<file path="config.mk">
export PLATFORM = sky130hd
export DESIGN_NAME = wiper_step_unit
export DESIGN_NICKNAME = d
export VERILOG_FILES = /design/src/rtl/wiper_step_unit.sv
export SDC_FILE = /design/constraint.sdc
export NUM_CORES = 1
export LEC_CHECK = 0
export BUFFER_PORTS_ARGS = -buffer_cell sky130_fd_sc_hd__buf_2
export CAP_MARGIN = 20
export CELL_PAD_IN_SITES_DETAIL_PLACEMENT = 2
export CELL_PAD_IN_SITES_GLOBAL_PLACEMENT = 2
export CORE_AREA = 2 2 39 41
export CTS_BUF_LIST = sky130_fd_sc_hd__clkbuf_4 sky130_fd_sc_hd__clkbuf_8
export DETAILED_ROUTE_END_ITERATION = 10
export DIE_AREA = 0 0 41 43
export GPL_TIMING_DRIVEN = 0
export PLACE_DENSITY_LB_ADDON = 0.1
export SYNTH_ARGS = -nofsm -noshare
export SYNTH_HDL_FRONTEND = slang
export SYNTH_SLANG_ARGS = --single-unit
</file>
<file path="constraint.sdc">
create_clock -name clk -period 3.5 [get_ports clk]
set_input_delay 0.525 -clock clk [delete_from_list [all_inputs] [get_ports clk]]
set_output_delay 0.525 -clock clk [all_outputs]
set_load 0.03 [all_outputs]
</file>
<file path="src/rtl/wiper_step_unit.sv">
module wiper_step_unit #(
  parameter int POS_W = 8,
  parameter int POT_W = 2
) (
  input  logic             clk,
  input  logic             rst_n,
  input  logic             scl_s,
  input  logic             sda_s,
  input  logic             cmd_go,
  input  logic [POT_W-1:0] cmd_pot,
  input  logic             stop_det,
  input  logic             start_det,
  input  logic [POS_W-1:0] sel_pos,
  output logic             active,
  output logic             step_req,
  output logic             step_up,
  output logic [POT_W-1:0] step_pot
);
  localparam logic [POS_W-1:0] POS_TOP = {POS_W{1'b1}};
  localparam logic [POS_W-1:0] POS_BOT = '0;

  logic             scl_q;
  logic             active_q;
  logic [POT_W-1:0] pot_q;
  logic             req_q;
  logic             up_q;

  wire term    = stop_det | start_det;
  wire scl_up  = scl_s & ~scl_q;
  wire at_edge = (sda_s && sel_pos == POS_TOP) || (!sda_s && sel_pos == POS_BOT);
  wire fire    = active_q & scl_up & ~term & ~at_edge;

  always_ff @(posedge clk or negedge rst_n) begin
    if (!rst_n) begin
      scl_q    <= 1'b0;
      active_q <= 1'b0;
      pot_q    <= '0;
      req_q    <= 1'b0;
      up_q     <= 1'b0;
    end else begin
      scl_q <= scl_s;
      if (term)        active_q <= 1'b0;
      else if (cmd_go) active_q <= 1'b1;
      if (cmd_go && !term) pot_q <= cmd_pot;
      req_q <= fire;
      if (fire) up_q <= sda_s;
    end
  end

  assign active   = active_q;
  assign step_req = req_q;
  assign step_up  = up_q;
  assign step_pot = pot_q;
endmodule

</file>
# == Yosys cells after proc, flatten, opt, wreduce, memory -nomap -nowiden ==
# Index checks and enable logic that the tools add are counted.
# op_classes
bitwise,8
n_eq_ne,1
n_reduce_logical,8
n_mux,2
# op_table
operator,count
"equality test 8 bit, second input constant",1
zero test 8 bit,1
AND 1 bit,4
logical AND 1 bit,3
NOT 1 bit,3
zero test 1 bit,2
two-way mux 1 bit,2
nonzero test 2 bit,1
logical OR 1 bit,1
OR 1 bit,1
# word_totals
register_bits,6
in_bits,17
word_cells,24
out_inout_bits,5

# == Depth between registers and ports, before layout ==
# Gate-level depths: netlist of the first run.
# depth
word_depth,5
depth_mapped,4
depth_no_buf,4

# == Least setup slack after synthesis of the first run ==
# No wires, ideal clock.
# synth_path
kind,input-to-reg
startpoint,in start_det
endpoint,reg up_q (netlist: step_up)
cell_stages,4
t_required_ns,3.375
path_buffers,0
slack_ns,2.053
arrival_time_ns,1.322
setup_ns,0.125
path_cell_list,nor2_2 -> nand3_2 -> nor4b_4 -> mux2_4
# synth_via
elab_chain_len,4
# synth_rtl
item,line_no,source
from (decl),12,"input logic start_det,"
OR 1 bit,28,wire term = stop_det | start_det;
NOT 1 bit,31,wire fire = active_q & scl_up & ~term & ~at_edge;
AND 1 bit (2 in a row),31,
via fire,31,
to (signal assigned),46,if (fire) up_q <= sda_s;
to (decl),26,logic up_q;
# The timed path passes the listed nets, and every way through them passes these cells.
# A chain may end at the register's enable or synchronous reset.

# == Worst setup path in the final report of the first run ==
# Ends and elaborated chain as after synthesis.

==> flow_summary.json, run 1 <==
{
  "placed_cell_area_sq_um": 422,
  "worst-path-buf-inv": 1,
  "wl_um": 771,
  "area.growth.synth_to_final_pct": 49.8,
  "worst_ep_arrival_time_ns": 1.48,
  "postLayoutCellArea_sq_um": 444,
  "worstPathMaxFanout": 3,
  "cp.required_ns": 3.62,
  "finalHoldViolCount": 0,
  "grt_pass1_wl_um": 1140,
  "leakagePower_uw": 0.000227,
  "crit_family": "simple AND/OR/NAND/NOR gates",
  "htreeDepth": 1,
  "drc": 0,
  "setup_violations": 0,
  "drive_gt1_share_pct": 69.6,
  "cts_buffers": 3,
  "p_int_uw": 134,
  "tightest_slew_ns": 0.250,
  "clk_pin_slew_ns": 0.04,
  "avgSynthCellArea_sq_um": 13.5,
  "status": "completed",
  "power.switching_uw": 54.5,
  "start_util_pct": 21.4,
  "power.density_nw_per_um2": 424,
  "nets": 65,
  "yosys_warnings": 0,
  "wl_per_cell_um": 12.4,
  "synth_nets": 39,
  "fmax_mhz": 736,
  "slew_headroom_pct": 83.3,
  "dr.pass1.iters": 1,
  "fp-row-count": 14,
  "hold_class": "input pin to async pin",
  "grt_setup_unrepaired": "false",
  "port_buffers": 21,
  "dieArea_sq_um": 1760,
  "final_max_slew_viol_count": 0,
  "gr-total-overflow": 0,
  "sw_frac_of_total_pct": 28.9,
  "cts_hold_buf": 0,
  "p_seq_share_pct": 42.9,
  "synth-seq-cells": 6,
  "critical_path_class": "input pin to register",
  "antenna_found_initial": 0,
  "fp.dieW_um": 41,
  "io-pin-count": 22,
  "seq_area_frac_synth_pct": 50.6,
  "cts-resized-gates": 0,
  "drt-vias-per-instance": 4.52,
  "period_minus_slack_ns": 1.36,
  "antenna_left": 0,
  "placed_cells": 59,
  "drt-initial-drc-count": 0,
  "finalCritPeriodShare_pct": 38.8,
  "cts_root_buf": "clkbuf_4",
  "path_cells": "buf_2, nor2_2, nand3_2, nor4b_4, mux2_4",
  "grt_use_total_pct": 9.84,
  "die_h_um": 43,
  "globalplace.congestion": 0.555,
  "clkPwrFrac_pct": 32.8,
  "slowest_stage": "mux2_4",
  "grt_pass1_vias": 293,
  "skew_ns": 0.00240,
  "num_vias": 280,
  "power_uw": 188,
  "post_cts_buffers": 0,
  "cpPeakStageDelay_ns": 0.33,
  "setup_ws_ns": 2.14,
  "instances_no_fill": 62,
  "synth_area_sq_um": 297,
  "comb_power_share_pct": 24.3,
  "synthCells": 22,
  "clk_latency_ns": 0.24,
  "start_kind": "input pin",
  "synth.distinct_cells": 14,
  "end_kind": "register",
  "clockBufferDepth": 2,
  "grt_max_degree": 7,
  "core_area_sq_um": 1380,
  "cts_tree": "yes",
  "pre_cts_slack_ns": 1.88,
  "n_antenna_cell": 0,
  "final.fill_count": 164,
  "peakVddDrop_uv": 210,
  "max_cap_violations": 0,
  "cts_sinks": 6,
  "tns_ns": 0
}
## per-stage QoR
stage,utilization (%),hold slack [ns]
4_1_cts,32.1,0.0995
3_3_place_gp,30.5,0.357
6_report,32.1,0.102
3_5_place_dp,30.5,0.357
2_1_floorplan,-,0.229
5_1_grt,32.1,0.0976
## synthesized netlist by cell type
cell type,count,area (sq um)
mux2_4,1,15.0
nor2_2,1,6.26
nor4_2,1,12.5
nor2_1,1,3.75
o21a_1,1,7.51
nor3_1,1,5.00
nand2_1,2,7.51
dfrtp_1,6,150
nand4_1,1,6.26
nand3_1,2,10.0
nand3_2,1,10.0
mux2_2,2,22.5
nor4b_4,1,23.8
nor3_4,1,16.3
## state kept, by name (all words and copies together) (netlist names)
name and flops:
step_pot 2, active 1, scl_q 1, step_req 1, step_up 1
## routing by layer
layer  up-vias  global-route usage, %  part of all wire [%]
met3         0                   5.24                    16
li1        129                      -                     -
met1       132                   9.30                    33
met4         0                   4.00                     0
met2        19                   16.6                    50
met5         -                      0                     0
## path summary, 6_finish.rpt
| path | startpoint | end | slack [ns] | cells past startpoint |
|---|---|---|---|---|
| min reg2reg | scl_q | step_req | 0.47 | 1 |
| min in group clk | scl_s | scl_q | 0.43 | 1 |
| min | rst_n | step_req | 0.10 | 1 |
| max | start_det | step_up | 2.14 | 5 |
| max in group asynchronous | rst_n | active | 3.25 | 1 |
| max reg2reg | active | step_up | 2.32 | 3 |
## cell usage in the layout, fill, tap and decap left out
master | Yosys | routed
buf_2 | 0 | 21
clkbuf_4 | 0 | 3
dfrtp_1 | 6 | 6
mux2_2 | 2 | 2
mux2_4 | 1 | 1
nand2_1 | 2 | 2
nand3_1 | 2 | 2
nand3_2 | 1 | 1
nand4_1 | 1 | 1
nor2_1 | 1 | 1
nor2_2 | 1 | 1
nor3_1 | 1 | 1
nor3_4 | 1 | 1
nor4_2 | 1 | 1
nor4b_4 | 1 | 1
o21a_1 | 1 | 1
## cell type report
cell class              count  area, sq um  share of cell area [%]
clock buffers               3         22.5                    5.07
multi-input cells          16          146                    33.0
flip-flops and latches      6          150                    33.8
well taps                  16         20.0                    4.51
repair buffers             21          105                    23.7
## worst register-to-register path: stages (launching register included)
cell	delay, ns
dfrtp_1	0.37
nand3_2	0.10
nor4b_4	0.27
mux2_4	0.33
## kinds of logic (layout without fill, tap and decap cells)
family                 count (synthesis)  count (layout)  share of synthesized area [%]
AO/OA/AOI/OAI                          1               1                           2.53
buffers and inverters                  0              24                              0
flip-flops                             6               6                           50.6
multiplexers                           3               3                           12.7
AND/OR/NAND/NOR                       12              12                           34.2
## power by group through the flow
stage / combinational, uW / sequential [uW] / clock (uW)
2_1_floorplan: 10.6 / 95.3 / 0
3_3_place_gp: 44.4 / 81.1 / 0
3_5_place_dp: 46.0 / 82.1 / 0
4_1_cts: 46.5 / 80.9 / 65.1
5_1_grt: 49.4 / 82.0 / 69.4
6_report: 45.8 / 80.9 / 61.8
No activity file was read; power rests on OpenSTA's default activity.
==> run 2, diff against run 1 <==
--- a/config.mk
+++ b/config.mk
@@ -9,10 +9,10 @@
 export CAP_MARGIN = 20
 export CELL_PAD_IN_SITES_DETAIL_PLACEMENT = 2
 export CELL_PAD_IN_SITES_GLOBAL_PLACEMENT = 2
-export CORE_AREA = 2 2 39 41
+export CORE_MARGIN = 2
+export CORE_UTILIZATION = 22
 export CTS_BUF_LIST = sky130_fd_sc_hd__clkbuf_4 sky130_fd_sc_hd__clkbuf_8
 export DETAILED_ROUTE_END_ITERATION = 10
-export DIE_AREA = 0 0 41 43
 export GPL_TIMING_DRIVEN = 0
 export PLACE_DENSITY_LB_ADDON = 0.1
 export SYNTH_ARGS = -nofsm -noshare
==> constraint.sdc (replaced) <==
create_clock -name clk -period 1.4 [get_ports clk]
set_input_delay 0.21 -clock clk [delete_from_list [all_inputs] [get_ports clk]]
set_output_delay 0.21 -clock clk [all_outputs]
set_load 0.03 [all_outputs]
==> run 2 against run 1 <==
Compared with the run above: setup slack lost 1.9 ns; clock power rose to 2.5 times the previous value; first-iteration DRC count rose by 3; via count increased by 1.1%; register-to-register slack worse by 2.1 ns; highest routed layer is now met4.
==> flow_summary.json, run 2 (same netlist as run 1, synthesis figures left out) <==
{
  "antenna_found_initial": 0,
  "antenna_left": 0,
  "ff2ff_path_depth": 3,
  "grt_use_total_pct": 12.4,
  "slew_headroom_pct": 83.5,
  "final_max_slew_viol_count": 0,
  "final_core_utilization_pct": 35.2,
  "dieArea_sq_um": 1660,
  "instances_no_fill": 62,
  "dp_hpwl_um": 737,
  "start_kind": "register",
  "cp.required_ns": 1.53,
  "start_util_pct": 23.1,
  "r2r_start": "active",
  "end_kind": "register",
  "cts_root_buf": "clkbuf_4",
  "skew_ns": 0.000237,
  "placed_cells": 58,
  "htreeDepth": 1,
  "clk_latency_ns": 0.24,
  "final-seq-area_sq_um": 150,
  "area.growth.synth_to_final_pct": 52.7,
  "cpPeakStageDelay_ns": 0.37,
  "cts_buffers": 3,
  "io-pin-count": 22,
  "n_antenna_cell": 0,
  "layout_common_cells": "buf_2 (21), dfrtp_1 (6), clkbuf_4 (3)",
  "port_buffers": 21,
  "grt_pass1_vias": 267,
  "critical_path_class": "register to register",
  "wl_per_cell_um": 13.6,
  "path_cells": "nand3_2, nor4b_4, mux2_4",
  "die_h_um": 40.7,
  "nets": 66,
  "multiInputGateArea_sq_um": 146,
  "fmax_mhz": 853,
  "finalCritPeriodShare_pct": 83.7,
  "largest_reg_flops": 2,
  "tns_ns": 0,
  "setup_ws_ns": 0.228,
  "period_minus_slack_ns": 1.17,
  "hold_class": "input pin to register",
  "leakagePower_uw": 0.000231,
  "globalplace.congestion": 0.547,
  "slowest_stage": "dfrtp_1",
  "cp-endpoint": "step_up",
  "grt_setup_unrepaired": "false",
  "drc": 0,
  "cts_tree": "yes",
  "power_uw": 476,
  "status": "completed",
  "pre_cts_slack_ns": 0.100,
  "cts_sinks": 6,
  "clk_pin_slew_ns": 0.04,
  "worst_ep_arrival_time_ns": 1.30,
  "peakVddDrop_uv": 581,
  "fp.dieW_um": 40.7,
  "grt_pass1_wl_um": 1220,
  "drt-initial-drc-count": 3,
  "max_cap_violations": 0,
  "fp-row-count": 13,
  "num_vias": 283,
  "dr.pass1.iters": 2,
  "crit_start": "active",
  "reg2reg_to": "step_up",
  "grt_max_degree": 7,
  "r2r_setup_slack_ns": 0.23,
  "gr-total-overflow": 0,
  "layout_commonest_cell": "buf_2",
  "drt-vias-per-instance": 4.56,
  "tightest_slew_ns": 0.247,
  "worstPathMaxFanout": 3,
  "core_area_sq_um": 1280,
  "final.fill_count": 143,
  "clockBufferDepth": 2,
  "setup_violations": 0,
  "wl_um": 842,
  "drive_gt1_share_pct": 68.1,
  "power.density_nw_per_um2": 1050,
  "finalHoldViolCount": 0
}
==> run 2: per-stage QoR <==
step / area, sq um / hold slack, ns
global placement: 420 / 0.0371
floorplan: 297 / -0.0856
CTS: 453 / 0.102
finish: 453 / 0.107
global route: 453 / 0.0955
detailed placement: 420 / 0.0469
==> run 2: how the worst min path moves through the flow <==
| stage | from | to | slack (ns) | cells past startpoint |
|---|---|---|---|---|
| CTS | scl_s | scl_q | 0.10 | 1 |
| detailed placement | rst_n | step_req | 0.05 | 1 |
| finish | scl_s | scl_q | 0.11 | 1 |
| global route | scl_s | scl_q | 0.1 | 1 |
| global placement | rst_n | step_up | 0.04 | 1 |
| floorplan | rst_n | active | -0.09 | 0 |
==> run 2: timing repair <==
| action | 4_1_cts | 5_1_grt |
|---|---|---|
| hold endpoints to repair | 6 | 0 |
| buffers inserted | 0 | 0 |
| hold buffers | 1 | 0 |
| gates resized for setup | 0 | 0 |
| endpoints found under the setup margin | 0 | 0 |
==> run 2: final cells by class <==
| type | instances | area share (%) |
|---|---|---|
| Timing Repair Buffer | 22 | 25.4 |
| Tap cell | 15 | 4.14 |
| Clock buffer | 3 | 4.97 |
| Sequential cell | 6 | 33.1 |
| Multi-Input combinational cell | 16 | 32.3 |
==> run 2: worst max-delay path, delay by kind of cell, from the launching register on <==
family | cells | cell delay, ns
mux | 1 | 0.32
flops | 1 | 0.37
simple gates | 2 | 0.36
==> run 2: power by group <==
part	switching (uW)	internal, uW	leakage, uW
combinational	69.6	47.7	0.000141
clock	60.3	96.8	0.0000138
sequential	9.23	192	0.0000759
==> run 2: per-layer routing <==
metal	vias up	GRT usage (%)	part of all wire (%)
met5	-	0	0
met4	0	7.50	1.4
met3	3	4.89	7.2
met2	16	22.6	57
met1	132	11.3	34
li1	132	-	-
==> run 3, diff against run 2 <==
--- a/config.mk
+++ b/config.mk
@@ -10,7 +10,7 @@
 export CELL_PAD_IN_SITES_DETAIL_PLACEMENT = 2
 export CELL_PAD_IN_SITES_GLOBAL_PLACEMENT = 2
 export CORE_MARGIN = 2
-export CORE_UTILIZATION = 22
+export CORE_UTILIZATION = 20
 export CTS_BUF_LIST = sky130_fd_sc_hd__clkbuf_4 sky130_fd_sc_hd__clkbuf_8
 export DETAILED_ROUTE_END_ITERATION = 10
 export GPL_TIMING_DRIVEN = 0
==> constraint.sdc (replaced) <==
create_clock -name clk -period 1 [get_ports clk]
set_input_delay 0.15 -clock clk [delete_from_list [all_inputs] [get_ports clk]]
set_output_delay 0.15 -clock clk [all_outputs]
set_load 0.03 [all_outputs]
==> run 3 against run 2 <==
Compared with the run above: the flow now finishes with violations (negative setup slack); sequential power is 40% higher; clock-buffer cell count is 1 higher; global-route usage is essentially flat; wire length is 2.7% higher; utilization rose by 0.71 points; maximum frequency fell by 0.33%; clock power up 77%; combinational power grew 56%; final area is 7.2% higher; register-to-register slack lost 0.40 ns; die area is 9.0% higher; critical path depth is the same.
==> flow_summary.json, run 3 (same netlist as run 1, synthesis figures left out) <==
{
  "min_path_cells": 1,
  "drive_gt1_share_pct": 72.0,
  "gr-total-overflow": 0,
  "num_vias": 280,
  "cp.required_ns": 1.13,
  "cts_root_buf": "clkbuf_4",
  "cts_tree": "yes",
  "final.fill_count": 161,
  "fp.dieW_um": 42.5,
  "layout_common_cells": "buf_2 (19), dfrtp_1 (5), clkbuf_4 (4)",
  "setup_ws_ns": -0.176,
  "antenna_found_initial": 0,
  "violations": "negative setup slack",
  "area.growth.synth_to_final_pct": 63.7,
  "dieArea_sq_um": 1810,
  "dr.pass1.iters": 4,
  "fmax_mhz": 850,
  "leakagePower_uw": 0.000246,
  "layout_commonest_cell": "buf_2",
  "clk_pin_slew_ns": 0.05,
  "placed_cell_area_sq_um": 422,
  "htreeDepth": 1,
  "cts_buffers": 3,
  "final_core_utilization_pct": 36.0,
  "skew_ns": 0.00494,
  "tightest_slew_ns": 0.250,
  "fp-row-count": 13,
  "clk_latency_ns": 0.25,
  "antenna_left": 0,
  "tns_ns": -0.260,
  "start_kind": "register",
  "drc": 0,
  "grt_max_degree": 7,
  "cts_sinks": 6,
  "clockBufferDepth": 2,
  "largest_reg_flops": 2,
  "slew_headroom_pct": 83.2,
  "grt_pass1_vias": 294,
  "status": "finished with violations",
  "pre_cts_slack_ns": -0.256,
  "peakVddDrop_uv": 562,
  "core_area_sq_um": 1350,
  "start_util_pct": 22.0,
  "die_h_um": 42.5,
  "finalCritPeriodShare_pct": 118,
  "nets": 68,
  "drt-initial-drc-count": 1,
  "period_minus_slack_ns": 1.18,
  "worstPathMaxFanout": 3,
  "holdWs_ns": 0.0367,
  "worst_ep_arrival_time_ns": 1.31,
  "dp_hpwl_um": 716,
  "setup_violations": 2,
  "grt_setup_unrepaired": "true",
  "ff2ff_path_depth": 3,
  "grt_use_total_pct": 12.3,
  "end_kind": "register",
  "io-pin-count": 22,
  "hold_class": "input pin to register",
  "final_max_slew_viol_count": 0,
  "final-seq-area_sq_um": 151,
  "critical_path_class": "register to register",
  "multiInputGateArea_sq_um": 146,
  "max_cap_violations": 0,
  "finalHoldViolCount": 0,
  "globalplace.congestion": 0.749,
  "wl_per_cell_um": 13.3,
  "grt_pass1_wl_um": 1430,
  "wl_um": 865,
  "power.density_nw_per_um2": 1530,
  "drt-vias-per-instance": 4.31,
  "n_antenna_cell": 0,
  "port_buffers": 21,
  "postLayoutCellArea_sq_um": 485
}
## run 3: changes by cell type in the layout (fill, tap and decap cells not counted), sizes merged
cell / change
clkbuf: +1
buf: +2
## run 3: per-layer routing
layer	vias up	GRT usage (%)	wire length (um)
met5	-	0	0
met4	0	13.1	15
met3	2	6.47	68
met2	12	18.8	477
met1	128	11.1	303
li1	138	-	-
## run 3: area by class of cell
type | count | area share [%]
Multi-Input combinational cell | 16 | 30.2
Sequential cell | 6 | 31.2
Timing Repair Buffer | 24 | 28.6
Tap cell | 15 | 3.87
Clock buffer | 4 | 6.19
## run 3: report_power, final
| part | internal, uW | leakage [uW] | switching [uW] |
|---|---|---|---|
| sequential | 269 | 0.0000744 | 14.1 |
| combinational | 84.3 | 0.000153 | 98.2 |
| clock | 179 | 0.0000184 | 98.8 |
| total | 533 | 0.000246 | 211 |
## run 3: repair_timing
item / CTS / global route
setup endpoints to repair: 2 / 3
resized for setup: 0 / 5
setup buffers: 0 / 2
hold buffers: 1 / 0
hold endpoints to repair: 6 / 0
## run 3: worst max-delay path, cell delays in order, from the launching register on
cell and delay, ns:
dfrtp_2 0.38, nand3_2 0.09, nor4b_4 0.27, mux2_4 0.32
## run 3: per-stage QoR
step	power, uW	instances
finish	744	65
global placement	440	58
detailed placement	450	58
floorplan	371	22
CTS	744	63
global route	802	65
## run 3: worst paths after layout
kind / startpoint / to / slack (ns)
max: active / step_up / -0.18
min: scl_s / scl_q / 0.04
max reg2reg: active / step_up / -0.18
min reg2reg: scl_q / step_req / 0.48
max in group asynchronous: rst_n / active / 0.59
min in group asynchronous: rst_n / step_pot[1] / 0.25
